===== config.mk =====
export PLATFORM = sky130hd
export DESIGN_NAME = sled_shift_out
export DESIGN_NICKNAME = d
export VERILOG_FILES = /design/src/rtl/sled_pkg.sv /design/src/rtl/sled_bit_timer.sv /design/src/rtl/sled_shifter.sv /design/src/rtl/sled_src_sel.sv /design/src/rtl/sled_shift_out.sv
export SDC_FILE = /design/constraint.sdc
export NUM_CORES = 1
export LEC_CHECK = 0
export ABC_AREA = 1
export CORE_UTILIZATION = 45
export DETAILED_ROUTE_END_ITERATION = 8
export DONT_BUFFER_PORTS = 1
export GPL_ROUTABILITY_DRIVEN = 0
export GPL_TIMING_DRIVEN = 0
export HOLD_SLACK_MARGIN = 0.03
export SKIP_CTS_REPAIR_TIMING = 1
export SYNTH_ARGS = -nofsm -noshare
export SYNTH_HDL_FRONTEND = slang
export SYNTH_SLANG_ARGS = --single-unit

===== constraint.sdc =====
create_clock -name clk -period 1.8 [get_ports clk]
set_input_delay 0.36 -clock clk [delete_from_list [all_inputs] [get_ports clk]]
set_output_delay 0.36 -clock clk [all_outputs]
set_load 0.02 [all_outputs]

===== src/rtl/sled_pkg.sv =====
package sled_pkg;
    typedef enum logic [1:0] {
        ST_IDLE  = 2'd0,
        ST_SHIFT = 2'd1,
        ST_LATCH = 2'd2
    } sled_state_e;
endpackage


===== src/rtl/sled_bit_timer.sv =====
// Bit-period timer: phase counter per bit, serial clock with a
// programmable data-to-clock delay, divide ratio captured at load.
module sled_bit_timer #(
    parameter int DIV_W = 2,
    parameter int DLY_W = 4
) (
    input  logic             clk,
    input  logic             rst_n,
    input  logic             load,
    input  logic             run,
    input  logic [DIV_W-1:0] div_sel,
    input  logic [DLY_W-1:0] dly_cfg,
    output logic             bit_end,
    output logic             sclk
);
    // largest ratio is 4 << (2^DIV_W - 1); the phase counter needs one bit fewer
    localparam int PH_W = 1 + (1 << DIV_W);

    logic [PH_W-1:0] half_in, dly_ext, dly_lim;
    logic [PH_W-1:0] half_q, dly_q, last_q, phase_q;

    always_comb begin
        half_in = PH_W'(2) << div_sel;
        dly_ext = PH_W'(dly_cfg);
        dly_lim = (dly_ext > half_in - PH_W'(1)) ? half_in - PH_W'(1) : dly_ext;
    end

    always_ff @(posedge clk or negedge rst_n) begin
        if (!rst_n) begin
            half_q  <= '0;
            dly_q   <= '0;
            last_q  <= '0;
            phase_q <= '0;
            sclk    <= 1'b0;
        end else if (load) begin
            half_q  <= half_in;
            dly_q   <= dly_lim;
            last_q  <= (half_in << 1) - PH_W'(1);
            phase_q <= '0;
            sclk    <= 1'b0;
        end else if (run) begin
            phase_q <= (phase_q == last_q) ? '0 : phase_q + PH_W'(1);
            if (phase_q == dly_q)
                sclk <= 1'b1;
            else if (phase_q == dly_q + half_q)
                sclk <= 1'b0;
        end else begin
            sclk <= 1'b0;
        end
    end

    assign bit_end = run && (phase_q == last_q);
endmodule


===== src/rtl/sled_shifter.sv =====
// MSB-first parallel-to-serial register with bit counter.
module sled_shifter #(
    parameter int WORD_W = 17
) (
    input  logic              clk,
    input  logic              rst_n,
    input  logic              load,
    input  logic [WORD_W-1:0] word,
    input  logic              advance,
    output logic              sdata,
    output logic              last_bit
);
    localparam int CNT_W = $clog2(WORD_W);

    logic [WORD_W-1:0] sreg_q;
    logic [CNT_W-1:0]  cnt_q;

    always_ff @(posedge clk or negedge rst_n) begin
        if (!rst_n) begin
            sreg_q <= '0;
            cnt_q  <= '0;
            sdata  <= 1'b0;
        end else if (load) begin
            sreg_q <= word;
            cnt_q  <= '0;
            sdata  <= word[WORD_W-1];
        end else if (advance && !last_bit) begin
            sreg_q <= {sreg_q[WORD_W-2:0], 1'b0};
            cnt_q  <= cnt_q + CNT_W'(1);
            sdata  <= sreg_q[WORD_W-2];
        end
    end

    assign last_bit = (cnt_q == CNT_W'(WORD_W - 1));
endmodule


===== src/rtl/sled_src_sel.sv =====
// Chooses the word source and decides when a transfer starts.
module sled_src_sel #(
    parameter int WORD_W = 17
) (
    input  logic              clk,
    input  logic              rst_n,
    input  logic              idle,
    input  logic              mode_pwm,
    input  logic              wr_en,
    input  logic [WORD_W-1:0] wr_data,
    input  logic [WORD_W-1:0] pwm_vec,
    output logic              start,
    output logic [WORD_W-1:0] start_word,
    output logic              pwm_act
);
    logic [WORD_W-1:0] last_q;

    always_comb begin
        start_word = pwm_act ? pwm_vec : wr_data;
        start      = idle && (pwm_act ? (pwm_vec != last_q) : wr_en);
    end

    always_ff @(posedge clk or negedge rst_n) begin
        if (!rst_n) begin
            pwm_act <= 1'b0;
            last_q  <= '0;
        end else begin
            if (idle)
                pwm_act <= mode_pwm;
            if (start)
                last_q <= start_word;
        end
    end
endmodule


===== src/rtl/sled_shift_out.sv =====
module sled_shift_out #(
    parameter int WORD_W = 17,
    parameter int DIV_W  = 2,
    parameter int DLY_W  = 4
) (
    input  logic              clk,
    input  logic              rst_n,
    input  logic              wr_en,
    input  logic [WORD_W-1:0] wr_data,
    input  logic [DIV_W-1:0]  div_sel,
    input  logic [DLY_W-1:0]  dly_cfg,
    input  logic              mode_pwm,
    input  logic              mode_alt,
    input  logic [WORD_W-1:0] pwm_vec,
    output logic              busy,
    output logic              sdata,
    output logic              sclk,
    output logic              latch
);
    import sled_pkg::*;

    sled_state_e       state_q, state_d;
    logic              start, pwm_act, bit_end, last_bit, alt_q;
    logic [WORD_W-1:0] start_word;
    logic              idle, run;

    assign idle = (state_q == ST_IDLE);
    assign run  = (state_q == ST_SHIFT);
    assign busy = !idle;

    sled_src_sel #(.WORD_W(WORD_W)) u_src (
        .clk(clk), .rst_n(rst_n), .idle(idle), .mode_pwm(mode_pwm),
        .wr_en(wr_en), .wr_data(wr_data), .pwm_vec(pwm_vec),
        .start(start), .start_word(start_word), .pwm_act(pwm_act)
    );

    sled_bit_timer #(.DIV_W(DIV_W), .DLY_W(DLY_W)) u_timer (
        .clk(clk), .rst_n(rst_n), .load(start), .run(run),
        .div_sel(div_sel), .dly_cfg(dly_cfg),
        .bit_end(bit_end), .sclk(sclk)
    );

    sled_shifter #(.WORD_W(WORD_W)) u_shift (
        .clk(clk), .rst_n(rst_n), .load(start), .word(start_word),
        .advance(bit_end), .sdata(sdata), .last_bit(last_bit)
    );

    always_comb begin
        state_d = state_q;
        unique case (state_q)
            ST_IDLE:  if (start) state_d = ST_SHIFT;
            ST_SHIFT: if (bit_end && last_bit) state_d = ST_LATCH;
            ST_LATCH: state_d = ST_IDLE;
            default:  state_d = ST_IDLE;
        endcase
    end

    always_ff @(posedge clk or negedge rst_n) begin
        if (!rst_n) state_q <= ST_IDLE;
        else        state_q <= state_d;
    end

    always_ff @(posedge clk or negedge rst_n) begin
        if (!rst_n) begin
            alt_q <= 1'b0;
            latch <= 1'b0;
        end else begin
            if (start) alt_q <= mode_alt;
            latch <= run && bit_end && last_bit && !alt_q;
        end
    end
endmodule


# Word level (Yosys, flattened, before mapping)
# Index checks and enable logic that the tools add are counted.
# W data, S select, Z words.
[word_totals]
output_inout_bits = 4
inputBits = 45
regBits = 65
word_cells = 62
[op_classes]
mux = 19
magnitude_cmp = 1
n_reduce_logical = 14
addsub = 5
shifts = 1
n_eq_ne = 9
[ops]
columns = ["operator", "count"]
rows = [
  ["$mux W16", 2],
  ["$mux W5", 6],
  ["$mux W17", 1],
  ["$ne A17 B17 Y1", 1],
  ["$eq A5 B5 Y1", 3],
  ["$add A5 B1 Y5 const B", 2],
  ["$sub A5 B1 Y5 const B", 2],
  ["$logic_and A1 B1 Y1", 7],
  ["$mux W1", 7],
  ["$add A5 B5 Y5", 1],
  ["$eq A5 B5 Y1 const B", 1],
  ["$gt A4 B5 Y1", 1],
  ["$shl A2 B2 Y5 const A", 1],
  ["$mux W2", 2],
  ["$ne A4 B2 Y1 const B", 1],
  ["$pmux W2 S2", 1],
  ["$reduce_bool A2 Y1", 2],
  ["$logic_not A1 Y1", 3],
  ["$eq A2 B1 Y1 const B", 1],
  ["$logic_not A2 Y1", 1],
  ["$ne A2 B1 Y1 const B", 1],
  ["$ne A2 B2 Y1 const B", 1],
  ["$reduce_and A2 Y1", 1],
]

# Logic depth before layout (Yosys ltp)
# Gate-level depths: netlist of the first run.
[depth]
depth_word = 6
ltp_mapped = 13
ltp_nobuf = 12

# Modules after synthesis
# A second synthesis of the first run with hierarchy kept.
[hier_totals]
cells_unflattened = 525
area_unflattened_um2 = 3853.7
[modules_own_cells]
columns = ["mod", "n_inst", "seq_area_each_um2", "cells_each", "area_each_um2"]
rows = [
  ["sled_src_sel", 1, 450.4, 203, 1310.0],
  ["sled_bit_timer", 1, 450.4, 159, 1206.2],
  ["sled_shifter", 1, 550.5, 144, 1173.6],
  ["sled_shift_out", 1, 100.1, 19, 163.9],
]

# Least setup slack after synthesis of the first run
# Ideal clock, no wire load.
[synth_timing]
kind = "flip-flop to flip-flop"
startpoint = "reg u_timer.dly_q[1]"
endpoint = "reg u_timer.sclk"
required_time_ns = 1.671
synth_period_minus_slack_ns = 1.685
t_arrival_ns = 1.556
stages_incl_launch_ff = 9
path_slack_ns = 0.115
setup_ns = 0.129
cell_sequence = "dfrtp_1 -> ha_1 -> fa_1 -> xnor2_1 -> nand3_1 -> nor2_1 -> nand3_1 -> nand2_1 -> a21oi_1"
[synth_via]
elab_chain_cells = 4
elab_cells_between_ends = 7
[synth_lines]
columns = ["element", "line", "rtl"]
rows = [
  ["start: declaration", "sled_bit_timer.sv:20", "logic [PH_W-1:0] half_q, dly_q, last_q, phase_q;"],
  ["start signal: assignment", "sled_bit_timer.sv:37", "dly_q <= dly_lim;"],
  ["branches (longest 4 deep; another with $add A5 B5 Y5)", "-", ""],
  ["end signal: assignment", "sled_bit_timer.sv:34", "sclk <= 1'b0;"],
  ["end signal: assignment", "sled_bit_timer.sv:40", "sclk <= 1'b0;"],
  ["end signal: assignment", "sled_bit_timer.sv:44", "sclk <= 1'b1;"],
  ["end: declaration", "sled_bit_timer.sv:14", "output logic sclk"],
]
# Parallel ways; which one is timed is not known.
# A chain may end at the register's enable or synchronous reset.

# Worst setup path after layout of the first run
# Same ends and word-level chain as after synthesis.

==> results of run 1 <==
[logic make-up (layout without fill, tap and decap cells)]
group,count (synthesis),count (layout),synth area share
flops,62,62,0.413
xor+xnor,19,19,0.0443
buf+inv,96,121,0.111
simple gates,274,274,0.325
fa+ha+maj,10,10,0.0353
compound gates,50,50,0.0710
[state kept, by name, summed over array words and instances, names as in the netlist, 2 cells and up]
signal,count
u_timer.phase_q,5
u_timer.half_q,3
u_src.last_q,17
u_shift.cnt_q,5
u_timer.last_q,4
u_shift.sreg_q,16
u_timer.dly_q,5
state_q,2
[worst max-delay path: stages, from the launching register on]
cell,delay (ns)
dfrtp_2,0.44
ha_4,0.17
fa_2,0.54
xnor2_1,0.12
nand3_1,0.09
nor2_1,0.10
nand3_1,0.07
nand2_1,0.08
a21oi_2,0.05
[area by class of cell]
type	instances	area, µm²
fillers	775	3630
plain buffers	18	136
clock buffers	14	193
inverters	78	295
well taps	102	128
repair buffers	11	105
multi-input cells	353	1850
flip-flops and latches	62	1550
[power breakdown]
| group | switching (mW) | leakage [nW] | internal (mW) |
|---|---|---|---|
| logic | 0.545 | 1.49 | 0.426 |
| registers | 0.173 | 0.737 | 1.66 |
| clock network | 0.525 | 0.101 | 0.674 |
| total | 1.24 | 2.33 | 2.76 |
[stage by stage]
stage	cell area [µm²]	hold slack [ns]	total power [mW]	worst slack, ns	setup TNS [ns]
global placement	3880	0.0661	2.71	-0.219	-4.74
floorplan	3760	0.0644	2.58	0.115	0
global route	4260	0.136	4.29	-0.0430	-0.0436
finish	4260	0.136	4.01	0.0272	0
detailed placement	3880	0.0663	2.76	-0.251	-5.81
CTS	4080	-0.305	3.97	-0.259	-6.58
[path summary, 6_finish.rpt]
check	startpoint	endpoint	slack [ns]
hold reg to reg	alt_q	latch	0.46
setup / recovery	u_timer.dly_q[1]	u_timer.sclk	0.03
setup reg to reg	u_timer.dly_q[1]	u_timer.sclk	0.03
min in group asynchronous	rst_n	u_timer.sclk	0.55
hold / removal	mode_alt	alt_q	0.14
max in group asynchronous	rst_n	u_timer.dly_q[1]	0.96
[routing by layer]
layer / track usage / wire [µm] / up-vias
met5: 0 / 0 / -
met4: 0.0795 / 127 / 0
met3: 0.0447 / 458 / 10
met2: 0.346 / 4140 / 62
met1: 0.316 / 4250 / 1512
li1: - / - / 1622
[cells in the final DEF, fill, tap and decap left out, types with 13 or more instances in the layout]
| cell | count |
|---|---|
| buf_4 | 13 |
| o21ai_1 | 18 |
| nor2_1 | 18 |
| inv_1 | 75 |
| dfrtp_1 | 61 |
| o21ai_0 | 23 |
| nand2_1 | 176 |
| clkbuf_8 | 14 |
| nand3_1 | 46 |
==> results by group, run 1 <==
Global routing
  – Overflow after GRT: 0
  – Number of global-route vias before repair: 3,083
  – Antenna violations before repair: 0
  – Largest net degree at the start of global routing: 63
  – Gr usage total: 0.225
  – First-pass GRT wire length: 14,900 µm

Pwr
  – Peak VDD IR: 0.531 mV
  – Pwr dens: between 900 and 1000 nW/µm²
  – P_leak: around 2.3 nW

CTS
  – CTS Sinks: 62
  – Clock Path Buffers: 2
  – Worst skew pair latency: between 0.3 and 0.4 ns
  – Clock transition at the registers of the reported paths: approximately 0.07 ns
  – CTS H-Tree Depth: 3
  – TritonCTS clock tree: yes
  – Root buf cell: clkbuf_8
  – Num CTS Buffers: 9

Floorplan
  – Die height: 93.4 µm
  – Die area: 8720 µm²
  – Ports: 49
  – CORE AREA: 7890 µm²
  – Chip width: around 93 µm
  – Initial core utilization: 0.476
  – Row cnt: 32

STA
  – Count of final hold-check violations: 0
  – Period utilization: 0.985
  – Unrepaired setup endpoints after global routing: yes
  – Slew @ Worst Pin: between 0.4 and 0.5 ns
  – Max_slew headroom: 0.686
  – Clock Skews: 0.00836 ns
  – Fmax: 564 MHz
  – Final setup vio count: 0
  – Fin crit period: 1.77 ns
  – Max Slew Vio Count: 0

Detailed routing
  – DRT iter0 DRCs: 176
  – Vias: 3,206
  – Antenna Nets Post-Route: 0
  – Via/cell ratio: 5.03
  – Drt wl/cell: 14.1 µm
  – Final wirelength: 8970 µm
  – Drt drc: 0
  – DRT Pass-1 Iters: 4

Placement
  – Port Buffers: 0
  – DP Cell Count: 613
  – Hpwl dp: 6590 µm

Synth
  – Post-synth EDFFs: 0
  – Most frequent cell after synthesis: nand2_1
  – Syn_area_per_cell: 7.35 µm²
  – Synth unique cells: 35
  – Top cells by area, synth: dfrtp_1 (41%), nand2_1 (18%), inv_1 (7.5%), nand3_1 (6.1%), o21ai_0 (3.1%)
  – Synth Cell Area: 3760 µm²
  – Commonest cells in the netlist: nand2_1 (176), inv_1 (75), dfrtp_1 (62)
  – Register bit total from synthesis: 62
  – Predominant post-synthesis flop cell: dfrtp_1
  – Synth async-reset ratio: 1.00
  – Synthesized Nets: 566
  – Sequential area share after synthesis: 0.413
  – Synth area leader: dfrtp_1
  – Post-Synthesis Cells: a little over 500
  – YS warnings: 0
  – Share of the synthesized area in the top cell type: 0.413

Worst setup path
  – CP Launch Type: flip-flop
  – Arrival time worst endpoint: 1.99 ns
  – Crit. End Element: flip-flop
  – Peak fanout along the critical path: 3
  – Reg2reg path depth: 8
  – WS Path Type: flip-flop to flip-flop
  – Worst Path Required: 2.02 ns

Min path
  – Hold crit path type: primary input to flip-flop
  – Hold Crit Depth: 2

Layout
  – Final #Nets: 588
  – Core Util, Final: 0.540
  – Area Growth Syn to Fin: 13.3%
  – Share of cells above drive strength 1: 0.140
  – Non-Filler Instances: ~640
  – N_diodes: 0

Flow run
  – Max cap viols: 0

Status
  – Status: finished clean
Power figures use the tool's default switching activity.
==> inputs of run 2 (changes only) <==
--- a/config.mk
+++ b/config.mk
@@ -5,7 +5,6 @@
 export SDC_FILE = /design/constraint.sdc
 export NUM_CORES = 1
 export LEC_CHECK = 0
-export ABC_AREA = 1
 export CORE_UTILIZATION = 45
 export DETAILED_ROUTE_END_ITERATION = 8
 export DONT_BUFFER_PORTS = 1
==> run 2 against run 1 <==
- the run now ends with setup timing left
- final cell count fell by 33%
- global-route usage is 4.4 points lower
- cell area fell by 2.7%
- first-iteration DRC count fell by 56%
- register-to-register slack lost 0.30 ns
- utilization grew 2.8 points
- via count down 33%
==> results by group, run 2 <==
STA
  – Period utilization: 1.15
  – Count of final hold-check violations: 0
  – Fin crit period: 2.07 ns
  – Worst Setup Slack, final: -0.272 ns
  – Slew @ Worst Pin: 0.508 ns
  – Max_slew headroom: 0.661
  – Max Slew Vio Count: 0
  – Unrepaired setup endpoints after global routing: yes
  – Fmax: between 400 and 500 MHz
  – Clock Skews: 0.00682 ns
  – WHS: 0.168 ns
  – Final setup vio count: 30

Synth
  – Predominant post-synthesis flop cell: dfrtp_1
  – Largest family of logic cells by synthesized area: multiplexers
  – Sequential area share after synthesis: 0.455
  – Post-Synthesis Cells: 295
  – Commonest cells in the netlist: mux2i_1 (65), dfrtp_1 (62), xnor2_1 (24)
  – Synth unique cells: 33
  – YS warnings: 0
  – Multiplexer share of the synthesized area: 0.250
  – Synth async-reset ratio: 1.00
  – Synthesized Nets: 350
  – Syn_area_per_cell: roughly 12 µm²
  – Simple-Gate Fraction of Synth Area: 0.0793
  – Top cells by area, synth: dfrtp_1 (46%), mux2i_1 (19%), xnor2_1 (6.2%), mux2_2 (5.9%), xor2_1 (3.6%)
  – Share of the synthesized area in the top cell type: 0.455
  – Xor/xnor share of the synthesized area: 0.0977
  – Most frequent cell after synthesis: mux2i_1
  – Post-synth EDFFs: 0
  – Register bit total from synthesis: 62
  – Adder-Cell Fraction of Synth Area: 0.0389
  – Synth Cell Area: 3410 µm²
  – Synth Area in Compound Gates: 0.0338
  – Synth area leader: dfrtp_1

Detailed routing
  – DRT iter0 DRCs: between 70 and 80
  – Drt wl/cell: 15.3 µm
  – Final wirelength: 6560 µm
  – Drt drc: 0
  – Via/cell ratio: about 5.0
  – Vias: between 2,000 and 2,500
  – Antenna Nets Post-Route: 0
  – DRT Pass-1 Iters: 4

Layout
  – Most frequent cells in the layout: mux2i_1 (65), dfrtp_1 (60), inv_1 (21), xnor2_1 (21), mux2_2 (18)
  – Biggest regs: u_src.last_q: 17 flops, u_shift.sreg_q: 16 flops
  – Max reg flops: 17
  – Area Growth Syn to Fin: 21.6%
  – Core Util, Final: 0.568
  – N_diodes: 0
  – Fillcell total: 644
  – Final Cell Area: 4140 µm²
  – Register name with the most flops: u_src.last_q
  – Final #Nets: 380
  – Share of cells above drive strength 1: 0.270
  – Commonest non-fill, non-tap cell in the layout: mux2i_1
  – Sequential Area: 1550 µm²
  – Footprint of the multi-input gates: 1820 µm²

Worst setup path
  – Worst Path Required: roughly 2 ns
  – CP top delay family: simple AND/OR/NAND/NOR gates
  – Critical path's slowest cell: dfrtp_2
  – Reg2reg path depth: 7
  – WS Path Type: flip-flop to flip-flop
  – Arrival time worst endpoint: around 2.3 ns
  – CP most frequent cell: mux2i_1
  – Crit. End Element: flip-flop
  – Cells along the critical path: or3_4 > a2111oi_4 > nand3_2 > buf_8 > buf_12 > mux2i_1 > mux2i_1
  – CP Launch Type: flip-flop
  – Critical Path Stages: 7
  – Peak fanout along the critical path: 10
  – Critical path buffer and inverter count: 2
  – Max incr delay on CP: 0.44 ns

CTS
  – Root buf cell: clkbuf_8
  – Clock Path Buffers: 2
  – Num CTS Buffers: 9
  – CTS Sinks: 62
  – CTS H-Tree Depth: 3
  – TritonCTS clock tree: yes
  – Clock transition at the registers of the reported paths: 0.07 ns
  – Worst skew pair latency: 0.34 ns

Floorplan
  – Initial core utilization: 0.467
  – Die height: about 90 µm
  – Row cnt: 31
  – CORE AREA: 7290 µm²
  – Chip width: 89.0 µm
  – Die area: 7920 µm²
  – Ports: 49

Flow run
  – Max cap viols: 0

Global routing
  – Gr usage total: 0.181
  – Antenna violations before repair: 0
  – Overflow after GRT: 0
  – Number of global-route vias before repair: 2,201
  – Largest net degree at the start of global routing: 63
  – First-pass GRT wire length: 10,500 µm

Status
  – Failing checks: setup timing
  – Status: finished with violations

Pwr
  – Pwr dens: 1700 nW/µm²
  – P_leak: 1.91 nW
  – Peak VDD IR: 0.769 mV
  – Power Total: 7.03 mW

Min path
  – Hold crit path type: primary input to flip-flop
  – Hold Crit Depth: 1

Placement
  – Dpl ws: -0.452 ns
  – Hpwl dp: 4610 µm
  – Dpl cell area: 3550 µm²
  – Port Buffers: 0
[run 2: cell types whose count changed after synthesis, sizes merged, moves of 18 or more]
cell   before  now
inv        78   22
mux2        0   18
mux2i       0   65
nand2     178    9
nand3      56    7
o21ai      41    7
[run 2: cell families (layout without fill, tap and decap cells)]
logic type | count (synthesis) | after routing
buffers and inverters | 35 | 70
XOR/XNOR | 38 | 38
AND/OR/NAND/NOR | 51 | 51
AO/OA/AOI/OAI | 16 | 16
flip-flops | 62 | 62
multiplexers | 83 | 83
adder cells (fa/ha/maj) | 10 | 10
[run 2: cell type report]
class | instances | area share
plain buffers | 12 | 0.0341
clock buffers | 12 | 0.0375
clock inverters | 4 | 0.0109
inverters | 22 | 0.0199
multi-input cells | 198 | 0.440
flip-flops and latches | 62 | 0.375
well taps | 99 | 0.0299
repair buffers | 20 | 0.0526
[run 2: metal layers]
layer | share of wire | vias to the layer above | track usage
met3 | 0.036 | 5 | 0.0619
met5 | 0 | - | 0
met1 | 0.48 | 1034 | 0.235
met2 | 0.48 | 36 | 0.294
li1 | - | 1069 | -
met4 | 0.0081 | 0 | 0.0433
[run 2: final timing paths]
kind / slack, ns / to / startpoint
setup / recovery: -0.27 / u_shift.sreg_q[11] / u_timer.phase_q[0]
hold / removal: 0.17 / u_src.pwm_act / mode_pwm
setup reg to reg: -0.27 / u_shift.sreg_q[11] / u_timer.phase_q[0]
hold reg to reg: 0.41 / latch / alt_q
max in group asynchronous: 0.95 / u_shift.sreg_q[13] / rst_n
min in group asynchronous: 0.56 / u_timer.dly_q[1] / rst_n
[run 2: stage by stage]
step | setup TNS, ns | std cells
5_1_grt | -9.73 | 429
3_3_place_gp | -15.89 | 394
6_report | -4.89 | 429
3_5_place_dp | -16.16 | 394
4_1_cts | -17.02 | 410
2_1_floorplan | -2.50 | 295
[run 2: power by group]
part           leakage [nW]  total (mW)  internal [mW]  switching [mW]
registers             0.741        2.51           2.03           0.482
clock network         0.106        1.23          0.708           0.526
logic                  1.06        3.28           1.78            1.51
total                  1.91        7.03           4.52            2.51
==> inputs of run 3 (changes only) <==
--- a/config.mk
+++ b/config.mk
@@ -5,7 +5,7 @@
 export SDC_FILE = /design/constraint.sdc
 export NUM_CORES = 1
 export LEC_CHECK = 0
-export CORE_UTILIZATION = 45
+export CORE_UTILIZATION = 40
 export DETAILED_ROUTE_END_ITERATION = 8
 export DONT_BUFFER_PORTS = 1
 export GPL_ROUTABILITY_DRIVEN = 0
==> run 3 against run 2 <==
- utilization shrank 6.3 points
- non-clock buffer count shrank 3
- first-iteration DRC count increased by 49%
- global-route usage is 1.8 points lower
- register-to-register slack got worse by 0.07 ns
- worst hold slack better by 0.0074 ns
- the run still ends with setup timing left
- sequential power about the same
- largest power group unchanged
==> results by group, run 3 (synthesized netlist as in run 2, its figures left out) <==
Flow run
  – Max cap viols: 0

STA
  – Fmax: 467 MHz
  – Max_slew headroom: 0.679
  – Period utilization: 1.19
  – Worst Setup Slack, final: -0.342 ns
  – Count of final hold-check violations: 0
  – Setup_tns: -7.05 ns
  – Clock Skews: 0.0103 ns
  – Max Slew Vio Count: 0
  – Fin crit period: ~2.1 ns
  – Final setup vio count: 40
  – Unrepaired setup endpoints after global routing: yes
  – Slew @ Worst Pin: 0.481 ns
  – WHS: 0.176 ns

Layout
  – Commonest non-fill, non-tap cell in the layout: mux2i_1
  – Area Growth Syn to Fin: 21.7%
  – Final #Nets: 377
  – Fillcell total: between 700 and 800
  – Biggest regs: u_src.last_q: 17 flops, u_shift.sreg_q: 16 flops
  – Core Util, Final: 0.505
  – Register name with the most flops: u_src.last_q
  – Final Cell Area: a little over 4000 µm²
  – Max reg flops: 17
  – Share of cells above drive strength 1: 0.251
  – Most frequent cells in the layout: mux2i_1 (64), dfrtp_1 (60), xnor2_1 (22), inv_1 (21), mux2_2 (18)
  – N_diodes: 0

Worst setup path
  – Cells along the critical path: or3_4 > a2111oi_4 > nand3_2 > buf_8 > buf_12 > mux2i_1 > mux2i_1
  – Peak fanout along the critical path: 7
  – CP most frequent cell: mux2i_1
  – WS Path Type: flip-flop to flip-flop
  – Reg2reg start: u_timer.phase_q[0]
  – Crit. End Element: flip-flop
  – Reg2reg end: u_shift.sreg_q[11]
  – CP Launch Type: flip-flop
  – Flop-to-flop setup slack: -0.34 ns
  – Max incr delay on CP: 0.48 ns
  – Reg2reg path depth: 7
  – Arrival time worst endpoint: 2.35 ns
  – Worst Path Required: ~2.0 ns
  – Critical path's slowest cell: a2111oi_4

Floorplan
  – Row cnt: 33
  – Die area: 8890 µm²
  – CORE AREA: ~8200 µm²
  – Ports: 49
  – Initial core utilization: 0.415
  – Chip width: between 90 and 100 µm
  – Die height: 94.3 µm

Detailed routing
  – Drt wl/cell: ~16 µm
  – Vias: 2,179
  – Final wirelength: 6730 µm
  – Antenna Nets Post-Route: 0
  – DRT Pass-1 Iters: 4
  – DRT iter0 DRCs: 115
  – Drt drc: 0
  – Via/cell ratio: 5.04

Global routing
  – Busiest grt layer: met2
  – GRT met2 Usage: 0.252
  – Met1 GRT Util: 0.219
  – Overflow after GRT: 0
  – Antenna violations before repair: 0
  – Largest net degree at the start of global routing: between 60 and 70
  – First-pass GRT wire length: about 11,000 µm
  – Gr usage total: 0.163
  – Grt met3 use: 0.0364
  – Number of global-route vias before repair: 2,168

CTS
  – TritonCTS clock tree: yes
  – Root buf cell: clkbuf_8
  – Clock transition at the registers of the reported paths: 0.07 ns
  – Num CTS Buffers: 9
  – CTS H-Tree Depth: 3
  – Worst skew pair latency: 0.34 ns
  – Clock Path Buffers: 2
  – CTS Sinks: 62

Pwr
  – Sw Ratio: 0.350
  – Internal power: 4.69 mW
  – Power Total: about 7.2 mW
  – Logic pwr share: 0.438
  – NetSw: 2.53 mW
  – Clock share of power: 0.210
  – P_leak: 1.89 nW
  – Pwr dens: 1740 nW/µm²
  – Sequential group share of total power: 0.352
  – Peak VDD IR: 0.744 mV

Status
  – Failing checks: setup timing
  – Status: finished with violations

Placement
  – Port Buffers: 0
  – Dpl cell area: 3560 µm²
  – Hpwl dp: 4770 µm

Min path
  – Hold Crit Depth: 1
  – Hold path start: mode_pwm
  – Hold crit path type: primary input to flip-flop
  – Worst Hold End: u_src.pwm_act
run 3: metal layers:
metal  wire length (µm)  vias up
li1                   -     1064
met1               3200     1063
met2               3200       40
met3                226       12
met4                112        0
met5                  0        -
run 3: layout make-up:
class,instances,area [µm²],share of cell area
Buffer,12,129,0.0311
Inverter,22,82.6,0.0199
Tap cell,105,131,0.0317
Sequential cell,62,1550,0.375
Timing Repair Buffer,17,209,0.0504
Clock buffer,11,141,0.0341
Clock inverter,5,106,0.0256
Multi-Input combinational cell,198,1790,0.432
run 3: per-stage QoR:
step                setup WS (ns)  instances
floorplan                  -0.199        295
CTS                        -0.453        416
finish                     -0.342        432
global placement           -0.409        400
detailed placement         -0.426        400
global route               -0.442        432
run 3: worst max-delay path, delay by kind of cell (launching register included):
family,cells,cell delay [ns]
buf+inv,2,0.30
simple gates,2,0.53
flops,1,0.45
compound gates,1,0.48
mux,2,0.25
run 3: worst max-delay path by stage:
stage / slack (ns) / from / to
floorplan: -0.20 / u_timer.phase_q[0] / u_shift.sreg_q[0]
global placement: -0.41 / u_timer.phase_q[2] / u_shift.sreg_q[11]
detailed placement: -0.43 / u_timer.phase_q[0] / u_shift.sreg_q[11]
CTS: -0.45 / u_timer.phase_q[0] / u_shift.sreg_q[11]
global route: -0.44 / u_timer.phase_q[0] / u_shift.sreg_q[12]
finish: -0.34 / u_timer.phase_q[0] / u_shift.sreg_q[11]
run 3: power by group through the flow:
| stage | logic (mW) | registers (mW) | clock network (mW) |
|---|---|---|---|
| floorplan | 2.26 | 2.40 | 0 |
| global placement | 2.66 | 2.50 | 0 |
| detailed placement | 2.75 | 2.52 | 0 |
| CTS | 2.76 | 2.50 | 1.55 |
| global route | 3.52 | 2.63 | 1.60 |
| finish | 3.17 | 2.54 | 1.52 |
